<file path="src/rtl/xlt_pkg.sv">
package xlt_pkg;
  localparam int XLT_ENTRIES = 16;
  localparam int XLT_THREADS = 4;
  localparam int XLT_ASN_W   = 8;
  localparam int XLT_VPN_W   = 20;
  localparam int XLT_PPN_W   = 20;

  typedef enum logic [1:0] {
    VS_HIT  = 2'd0,
    VS_FREE = 2'd1,
    VS_RR   = 2'd2
  } victim_src_e;
endpackage

</file>
<file path="src/rtl/xlt_asn_bank.sv">
module xlt_asn_bank #(
  parameter int THREADS = 4,
  parameter int ASN_W   = 8,
  localparam int TID_W  = (THREADS > 1) ? $clog2(THREADS) : 1
) (
  input  logic             clk,
  input  logic             rst,
  input  logic             we,
  input  logic [TID_W-1:0] wtid,
  input  logic [ASN_W-1:0] wdata,
  input  logic [TID_W-1:0] rd_a_tid,
  output logic [ASN_W-1:0] rd_a_asn,
  input  logic [TID_W-1:0] rd_b_tid,
  output logic [ASN_W-1:0] rd_b_asn
);
  logic [ASN_W-1:0] asn_q [THREADS];

  for (genvar t = 0; t < THREADS; t++) begin : g_ctx
    always_ff @(posedge clk) begin
      if (rst)
        asn_q[t] <= '0;
      else if (we && wtid == TID_W'(t))
        asn_q[t] <= wdata;
    end
  end

  assign rd_a_asn = asn_q[rd_a_tid];
  assign rd_b_asn = asn_q[rd_b_tid];

  AST_ASN_WRITTEN: assert property (@(posedge clk) disable iff (rst)
    we |=> asn_q[$past(wtid)] == $past(wdata));
endmodule

</file>
<file path="src/rtl/xlt_cam_match.sv">
module xlt_cam_match #(
  parameter int ENTRIES = 16,
  parameter int ASN_W   = 8,
  parameter int VPN_W   = 20
) (
  input  logic [ENTRIES-1:0] valid,
  input  logic [ASN_W-1:0]   ent_asn [ENTRIES],
  input  logic [VPN_W-1:0]   ent_vpn [ENTRIES],
  input  logic [ASN_W-1:0]   key_asn,
  input  logic [VPN_W-1:0]   key_vpn,
  output logic [ENTRIES-1:0] match
);
  for (genvar e = 0; e < ENTRIES; e++) begin : g_cmp
    assign match[e] = valid[e] && (ent_asn[e] == key_asn) && (ent_vpn[e] == key_vpn);
  end
endmodule

</file>
<file path="src/rtl/xlt_victim_sel.sv">
module xlt_victim_sel
  import xlt_pkg::*;
#(
  parameter int ENTRIES = 16,
  localparam int IDX_W  = (ENTRIES > 1) ? $clog2(ENTRIES) : 1
) (
  input  logic               clk,
  input  logic               rst,
  input  logic [ENTRIES-1:0] valid,
  input  logic [ENTRIES-1:0] same_match,
  input  logic               commit,
  output logic [IDX_W-1:0]   vic_idx,
  output victim_src_e        vic_src
);
  logic [IDX_W-1:0] rr_q;
  logic [IDX_W-1:0] hit_idx, free_idx;
  logic             any_hit, any_free;

  always_comb begin
    hit_idx  = '0;
    any_hit  = 1'b0;
    free_idx = '0;
    any_free = 1'b0;
    for (int i = ENTRIES - 1; i >= 0; i--) begin
      if (same_match[i]) begin
        hit_idx = IDX_W'(i);
        any_hit = 1'b1;
      end
      if (!valid[i]) begin
        free_idx = IDX_W'(i);
        any_free = 1'b1;
      end
    end
  end

  always_comb begin
    if (any_hit) begin
      vic_idx = hit_idx;
      vic_src = VS_HIT;
    end else if (any_free) begin
      vic_idx = free_idx;
      vic_src = VS_FREE;
    end else begin
      vic_idx = rr_q;
      vic_src = VS_RR;
    end
  end

  always_ff @(posedge clk) begin
    if (rst)
      rr_q <= '0;
    else if (commit && vic_src == VS_RR)
      rr_q <= (rr_q == IDX_W'(ENTRIES - 1)) ? '0 : rr_q + 1'b1;
  end

  AST_VIC_FREE_IS_FREE: assert property (@(posedge clk) disable iff (rst)
    (vic_src == VS_FREE) |-> !valid[vic_idx]);
  AST_VIC_RR_FULL: assert property (@(posedge clk) disable iff (rst)
    (vic_src == VS_RR) |-> (&valid));
endmodule

</file>
<file path="src/rtl/shared_xlate_buf.sv">
module shared_xlate_buf
  import xlt_pkg::*;
#(
  parameter int ENTRIES = XLT_ENTRIES,
  parameter int THREADS = XLT_THREADS,
  parameter int ASN_W   = XLT_ASN_W,
  parameter int VPN_W   = XLT_VPN_W,
  parameter int PPN_W   = XLT_PPN_W,
  localparam int IDX_W  = (ENTRIES > 1) ? $clog2(ENTRIES) : 1,
  localparam int TID_W  = (THREADS > 1) ? $clog2(THREADS) : 1
) (
  input  logic             clk,
  input  logic             rst,
  input  logic [TID_W-1:0] lk_tid,
  input  logic [VPN_W-1:0] lk_vpn,
  output logic             lk_hit,
  output logic [PPN_W-1:0] lk_ppn,
  input  logic             fill_en,
  input  logic [TID_W-1:0] fill_tid,
  input  logic [VPN_W-1:0] fill_vpn,
  input  logic [PPN_W-1:0] fill_ppn,
  input  logic             asn_we,
  input  logic [TID_W-1:0] asn_tid,
  input  logic [ASN_W-1:0] asn_wdata,
  input  logic             inv_all,
  input  logic             inv_asn_en,
  input  logic [ASN_W-1:0] inv_asn_val
);
  logic [ENTRIES-1:0] valid_q;
  logic [ASN_W-1:0]   ent_asn [ENTRIES];
  logic [VPN_W-1:0]   ent_vpn [ENTRIES];
  logic [PPN_W-1:0]   ent_ppn [ENTRIES];

  logic [ASN_W-1:0]   lk_asn, fl_asn;
  logic [ENTRIES-1:0] lk_match, fl_match, inv_mask;
  logic [IDX_W-1:0]   vic_idx;
  victim_src_e        vic_src;

  xlt_asn_bank #(.THREADS(THREADS), .ASN_W(ASN_W)) u_asn (
    .clk      (clk),
    .rst      (rst),
    .we       (asn_we),
    .wtid     (asn_tid),
    .wdata    (asn_wdata),
    .rd_a_tid (lk_tid),
    .rd_a_asn (lk_asn),
    .rd_b_tid (fill_tid),
    .rd_b_asn (fl_asn)
  );

  xlt_cam_match #(.ENTRIES(ENTRIES), .ASN_W(ASN_W), .VPN_W(VPN_W)) u_lk_cam (
    .valid   (valid_q),
    .ent_asn (ent_asn),
    .ent_vpn (ent_vpn),
    .key_asn (lk_asn),
    .key_vpn (lk_vpn),
    .match   (lk_match)
  );

  xlt_cam_match #(.ENTRIES(ENTRIES), .ASN_W(ASN_W), .VPN_W(VPN_W)) u_fl_cam (
    .valid   (valid_q),
    .ent_asn (ent_asn),
    .ent_vpn (ent_vpn),
    .key_asn (fl_asn),
    .key_vpn (fill_vpn),
    .match   (fl_match)
  );

  xlt_victim_sel #(.ENTRIES(ENTRIES)) u_vic (
    .clk        (clk),
    .rst        (rst),
    .valid      (valid_q),
    .same_match (fl_match),
    .commit     (fill_en),
    .vic_idx    (vic_idx),
    .vic_src    (vic_src)
  );

  // Read side: hit vector is one-hot at most, so an OR of masked PPNs selects.
  always_comb begin
    lk_hit = |lk_match;
    lk_ppn = '0;
    for (int e = 0; e < ENTRIES; e++)
      if (lk_match[e]) lk_ppn = lk_ppn | ent_ppn[e];
  end

  for (genvar e = 0; e < ENTRIES; e++) begin : g_inv
    assign inv_mask[e] = inv_all || (inv_asn_en && ent_asn[e] == inv_asn_val);
  end

  // Valid bits: invalidation first, then the fill slot is set.
  always_ff @(posedge clk) begin
    if (rst) begin
      valid_q <= '0;
    end else begin
      for (int e = 0; e < ENTRIES; e++)
        if (inv_mask[e]) valid_q[e] <= 1'b0;
      if (fill_en) valid_q[vic_idx] <= 1'b1;
    end
  end

  // Payload arrays: single write port, no reset.
  always_ff @(posedge clk) begin
    if (fill_en) begin
      ent_asn[vic_idx] <= fl_asn;
      ent_vpn[vic_idx] <= fill_vpn;
      ent_ppn[vic_idx] <= fill_ppn;
    end
  end

  AST_LK_ONE_MATCH: assert property (@(posedge clk) disable iff (rst)
    $onehot0(lk_match));
  AST_MISS_PPN_ZERO: assert property (@(posedge clk) disable iff (rst)
    !lk_hit |-> lk_ppn == '0);
  AST_ASN_NO_FLUSH: assert property (@(posedge clk) disable iff (rst)
    (asn_we && !fill_en && !inv_all && !inv_asn_en) |=> $stable(valid_q));
  AST_INV_ALL_EMPTY: assert property (@(posedge clk) disable iff (rst)
    (inv_all && !fill_en) |=> valid_q == '0);
  AST_FILL_SURVIVES: assert property (@(posedge clk) disable iff (rst)
    fill_en |=> valid_q[$past(vic_idx)]);
endmodule

</file>
<file path="config.mk">
export PLATFORM = sky130hd
export DESIGN_NAME = shared_xlate_buf
export DESIGN_NICKNAME = d
export VERILOG_FILES = /design/src/rtl/xlt_pkg.sv /design/src/rtl/xlt_asn_bank.sv /design/src/rtl/xlt_cam_match.sv /design/src/rtl/xlt_victim_sel.sv /design/src/rtl/shared_xlate_buf.sv
export SDC_FILE = /design/constraint.sdc
export NUM_CORES = 1
export LEC_CHECK = 0
export BUFFER_PORTS_ARGS = -buffer_cell sky130_fd_sc_hd__buf_2
export CAP_MARGIN = 10
export CORE_ASPECT_RATIO = 0.7
export CORE_MARGIN = 2
export CORE_UTILIZATION = 59
export CTS_CLUSTER_DIAMETER = 100
export DETAILED_ROUTE_END_ITERATION = 12
export PLACE_DENSITY = 0.76
export SKIP_CTS_REPAIR_TIMING = 1
export SLEW_MARGIN = 0
export SYNTH_ARGS = -nofsm -noshare
export SYNTH_HDL_FRONTEND = slang
export SYNTH_SLANG_ARGS = --single-unit
</file>
<file path="constraint.sdc">
create_clock -name clk -period 14.59 [get_ports clk]
set_input_delay 1.459 -clock clk [delete_from_list [all_inputs] [get_ports clk]]
set_output_delay 1.459 -clock clk [all_outputs]
set_load 0.02 [all_outputs]
</file>
==> results.txt <==
----------------------------------------------------
[Cells and area]
  Post-layout net count ... 3182
  Most frequent standard cell in the layout excluding fill and tap cells ... sky130_fd_sc_hd__edfxtp_1
  Fin cells ... 4062
  Share of post-route cells with drive strength above 1 ... 11.3%
  Top library cells by usage in the layout, fill and taps aside ... 800 x sky130_fd_sc_hd__edfxtp_1, 722 x sky130_fd_sc_hd__xor2_1, 300 x sky130_fd_sc_hd__xnor2_1
  Area overhead of the layout relative to synthesis ... 10.0%

[Timing]
  Final number of setup-violating endpoints ... 0
  Accumulated negative setup slack ... 0 ps
  Worst-Margin Slew ... 1100 ps
  Clock Skew ... 36.9 ps
  Count of endpoints failing hold in the final timing report ... 0
  Final worst path period need ... 7200 ps
  Unrepaired setup endpoints after global routing ... no
  Portion of the clock cycle consumed by the worst path in the final layout ... 49.4%
  Remaining max-slew budget at the tightest pin ... 26.5%
  Number of pins with negative max-slew slack in the final report ... 0
  Top achievable clock speed ... 0.139 GHz

[Worst setup path]
  Worst path bufs/invs ... 2
  Reg2Reg Depth ... 11
  Highest cell delay on the worst timing path ... 1000 ps
  Register-to-Register Setup Slack ... 8360 ps
  Reg2reg start ... u_asn.asn_q[3][3]$_SDFFCE_PN0P_
  Startpoint type of the worst setup path ... primary input
  Endpoint type of the worst setup path ... register
  Worst EP arrival ... 7490 ps
  Terminus of the critical flop-to-flop path ... ent_asn[122]$_DFFE_PP_
  Cell type of the slowest stage on the worst timing path ... sky130_fd_sc_hd__mux4_2
  Maximum fanout count along the critical path ... 32
  Required time of the worst setup path ... 14880 ps
  Top cell family by delay on the critical path ... simple AND/OR/NAND/NOR gates
  Critical Setup Path Class ... primary input to register
  Cells along the critical path ... buf_2 -> mux4_2 -> xnor2_1 -> nand4_1 -> nor4_1 -> a2111oi_0 -> nand2_1 -> o221a_2 -> a21oi_4 -> nand3_2 -> nor2_4 -> buf_4

[Clock network]
  Root buffer cell ... sky130_fd_sc_hd__clkbuf_16
  Number of levels the H-tree was split into ... 3
  Clock buffer depth ... 3
  Number of clock buffers inserted by TritonCTS ... 80
  Clock input transition at the sequential cells of the worst setup and hold paths ... 60 ps
  Clock tree from TritonCTS ... built
  Clock latency reported for the late side of the worst-skew pair ... 660 ps
  Sink Count ... 820

[Global route]
  First-pass GRT wire length ... 195000 µm
  All-layer global routing usage ... 38.1%
  Vias in the first global route ... 27800
  Antenna violations before repair ... 13
  GRT Residual Overflow ... 0
  Maximum number of pins on one net before global-route repair ... 49

[Detailed routing]
  Number of vias after detailed routing ... 28700
  Antenna-violating nets left ... 0
  Number of DRC markers after the initial detailed-route iteration ... 4640
  Average wire per cell in the routed design ... 33.9 µm
  Drt pass-1 iters ... 6
  Total DRC errors in the routed layout ... 0
  Via/cell ratio ... 7.05
  Total wire length after detailed routing ... 138000 µm

[Placed design]
  Number of port buffers ... 108
  Placed Cells incl. Taps ... 3912
  Hpwl dp ... 85100 µm
  RePlAce Congestion ... 1.04

[Synthesis]
  YS warnings ... 0
  Post-Syn Area per Cell ... 13.6 µm²
  Cells after Synth ... 3019
  Synth Net Count ... 3108
  Synthesized flop and latch total ... 820
  Sequential fraction of the synthesis area ... 59.4%
  Number of unique standard cell types used by synthesis ... 78
  Number of synthesized flops with an enable pin ... 800
  Post-synthesis instance area ... 0.0411 mm²
  Predominant post-synthesis flop cell ... sky130_fd_sc_hd__edfxtp_1
  Async SR Flop Fraction ... 0%

[Power]
  Pwr Density ... 116 mW/mm²
  Switching part of the total ... 24.3%
  Sequential power share ... 50.4%
  Pint ... 3.96 mW
  Leakage power of the design ... 14.7 nW
  Worst vdd rail ir drop ... 91.8 µV
  Clock share of power ... 40.0%
  Power share of the combinational group ... 9.6%
  Sw Pwr ... 1.27 mW

[Die]
  Initial core utilization ... 59.9%
  Site Rows ... 80
  Total core area ... 0.0686 mm²
  Die Y ... 225 µm
  Die Footprint ... 0.0718 mm²
  Die boundary width ... 319 µm
  Num ports ... 109

[Hold path]
  Worst hold endpoint ... u_vic.rr_q[3]$_SDFFE_PP0P_
  Number of cells on the worst hold path ... 2
  Hold WC Path Type ... register to register
  HP Start ... u_vic.rr_q[3]$_SDFFE_PP0P_

[Flow run]
  Number of max-capacitance violations reported ... 0

[Outcome]
  Status ... complete, no violations

----------------------------------------------------
==> worst min-delay path, delay by kind of cell, from the launching register on <==
kind           cells  cell delay, ps
flip-flops         1             340
AO/OA/AOI/OAI      2             150
==> how the worst max path moves through the flow <==
stage | startpoint | endpoint | slack (ps) | depth (start not counted)
final | fill_tid[0] | ent_asn[122]$_DFFE_PP_ | 7390 | 12
after global routing | fill_tid[0] | ent_asn[125]$_DFFE_PP_ | 7060 | 12
after CTS | fill_tid[0] | ent_asn[127]$_DFFE_PP_ | 7600 | 12
after detailed placement | fill_tid[0] | ent_asn[121]$_DFFE_PP_ | 6950 | 12
after global placement | fill_tid[0] | ent_asn[120]$_DFFE_PP_ | 7200 | 12
after floorplan | fill_vpn[12] | ent_asn[0]$_DFFE_PP_ | 6480 | 10
==> logic make-up (layout without fill, tap and decap cells) <==
kind of cell	Yosys count	after routing	synth area share [%]
compound gates	241	241	4.90
xor+xnor	1023	1023	21.8
fa+ha+maj	1	1	0.0304
buf+inv	193	331	2.14
flops	820	820	59.4
mux	31	31	1.25
other cells	0	3	0
simple gates	710	710	10.4
==> power groups by stage <==
stage / Combinational (mW) / Clock (mW) / Sequential, mW
2_1_floorplan: 0.319 / 0 / 2.68
3_3_place_gp: 0.469 / 0 / 2.69
3_5_place_dp: 0.481 / 0 / 2.69
4_1_cts: 0.484 / 2.10 / 2.64
5_1_grt: 0.523 / 2.19 / 2.64
6_report: 0.503 / 2.09 / 2.64
==> registers in the layout (all words and copies together) (netlist names) <==
| signal | cells |
|---|---|
| ent_ppn | 320 |
| ent_vpn | 320 |
| ent_asn | 128 |
| u_asn.asn_q | 32 |
| valid_q | 16 |
| u_vic.rr_q | 4 |
==> metrics by stage <==
step	hold WS (ps)	total power, mW	utilization, %	cell area [µm²]	worst slack [ps]
2_1_floorplan	471	3.00	-	41100	6480
3_3_place_gp	494	3.16	62.1	42600	7200
3_5_place_dp	515	3.17	62.1	42600	6950
4_1_cts	521	5.22	65.9	45200	7600
5_1_grt	568	5.35	65.9	45200	7060
6_report	532	5.24	65.9	45200	7390
==> final cells by class <==
cell class	instances	area, µm²
antenna	3	7.51
clock buffer	99	2160
clock inverter	47	445
fill	4818	23300
inverter	16	60.1
multi-input combinational	2006	16000
sequential	820	24400
tap	902	1130
timing repair buffer	169	998
==> metal layers <==
metal / wire [µm] / share of wire [%] / up-vias / GRT usage (%)
met5: 310 / 0.22 / - / 0.606
met1: 52400 / 38 / 14100 / 54.0
li1: - / - / 11600 / -
met3: 26000 / 19 / 438 / 18.7
met4: 5210 / 3.8 / 16 / 13.2
met2: 53800 / 39 / 2447 / 50.6
==> synthesized netlist by cell type (all sizes together), types with 35 or more instances <==
cell type    n  share of area [%]
xor2       722                 15
nor3        80               0.99
a221oi      81                1.7
nor4       210                3.2
a22o        80                1.7
nand3       54               0.67
nand2       35               0.33
clkbuf     110                1.0
xnor2      301                6.4
buf         67               0.99
nand4      177                2.7
edfxtp     800                 58
(Power assumes the default switching activity.)
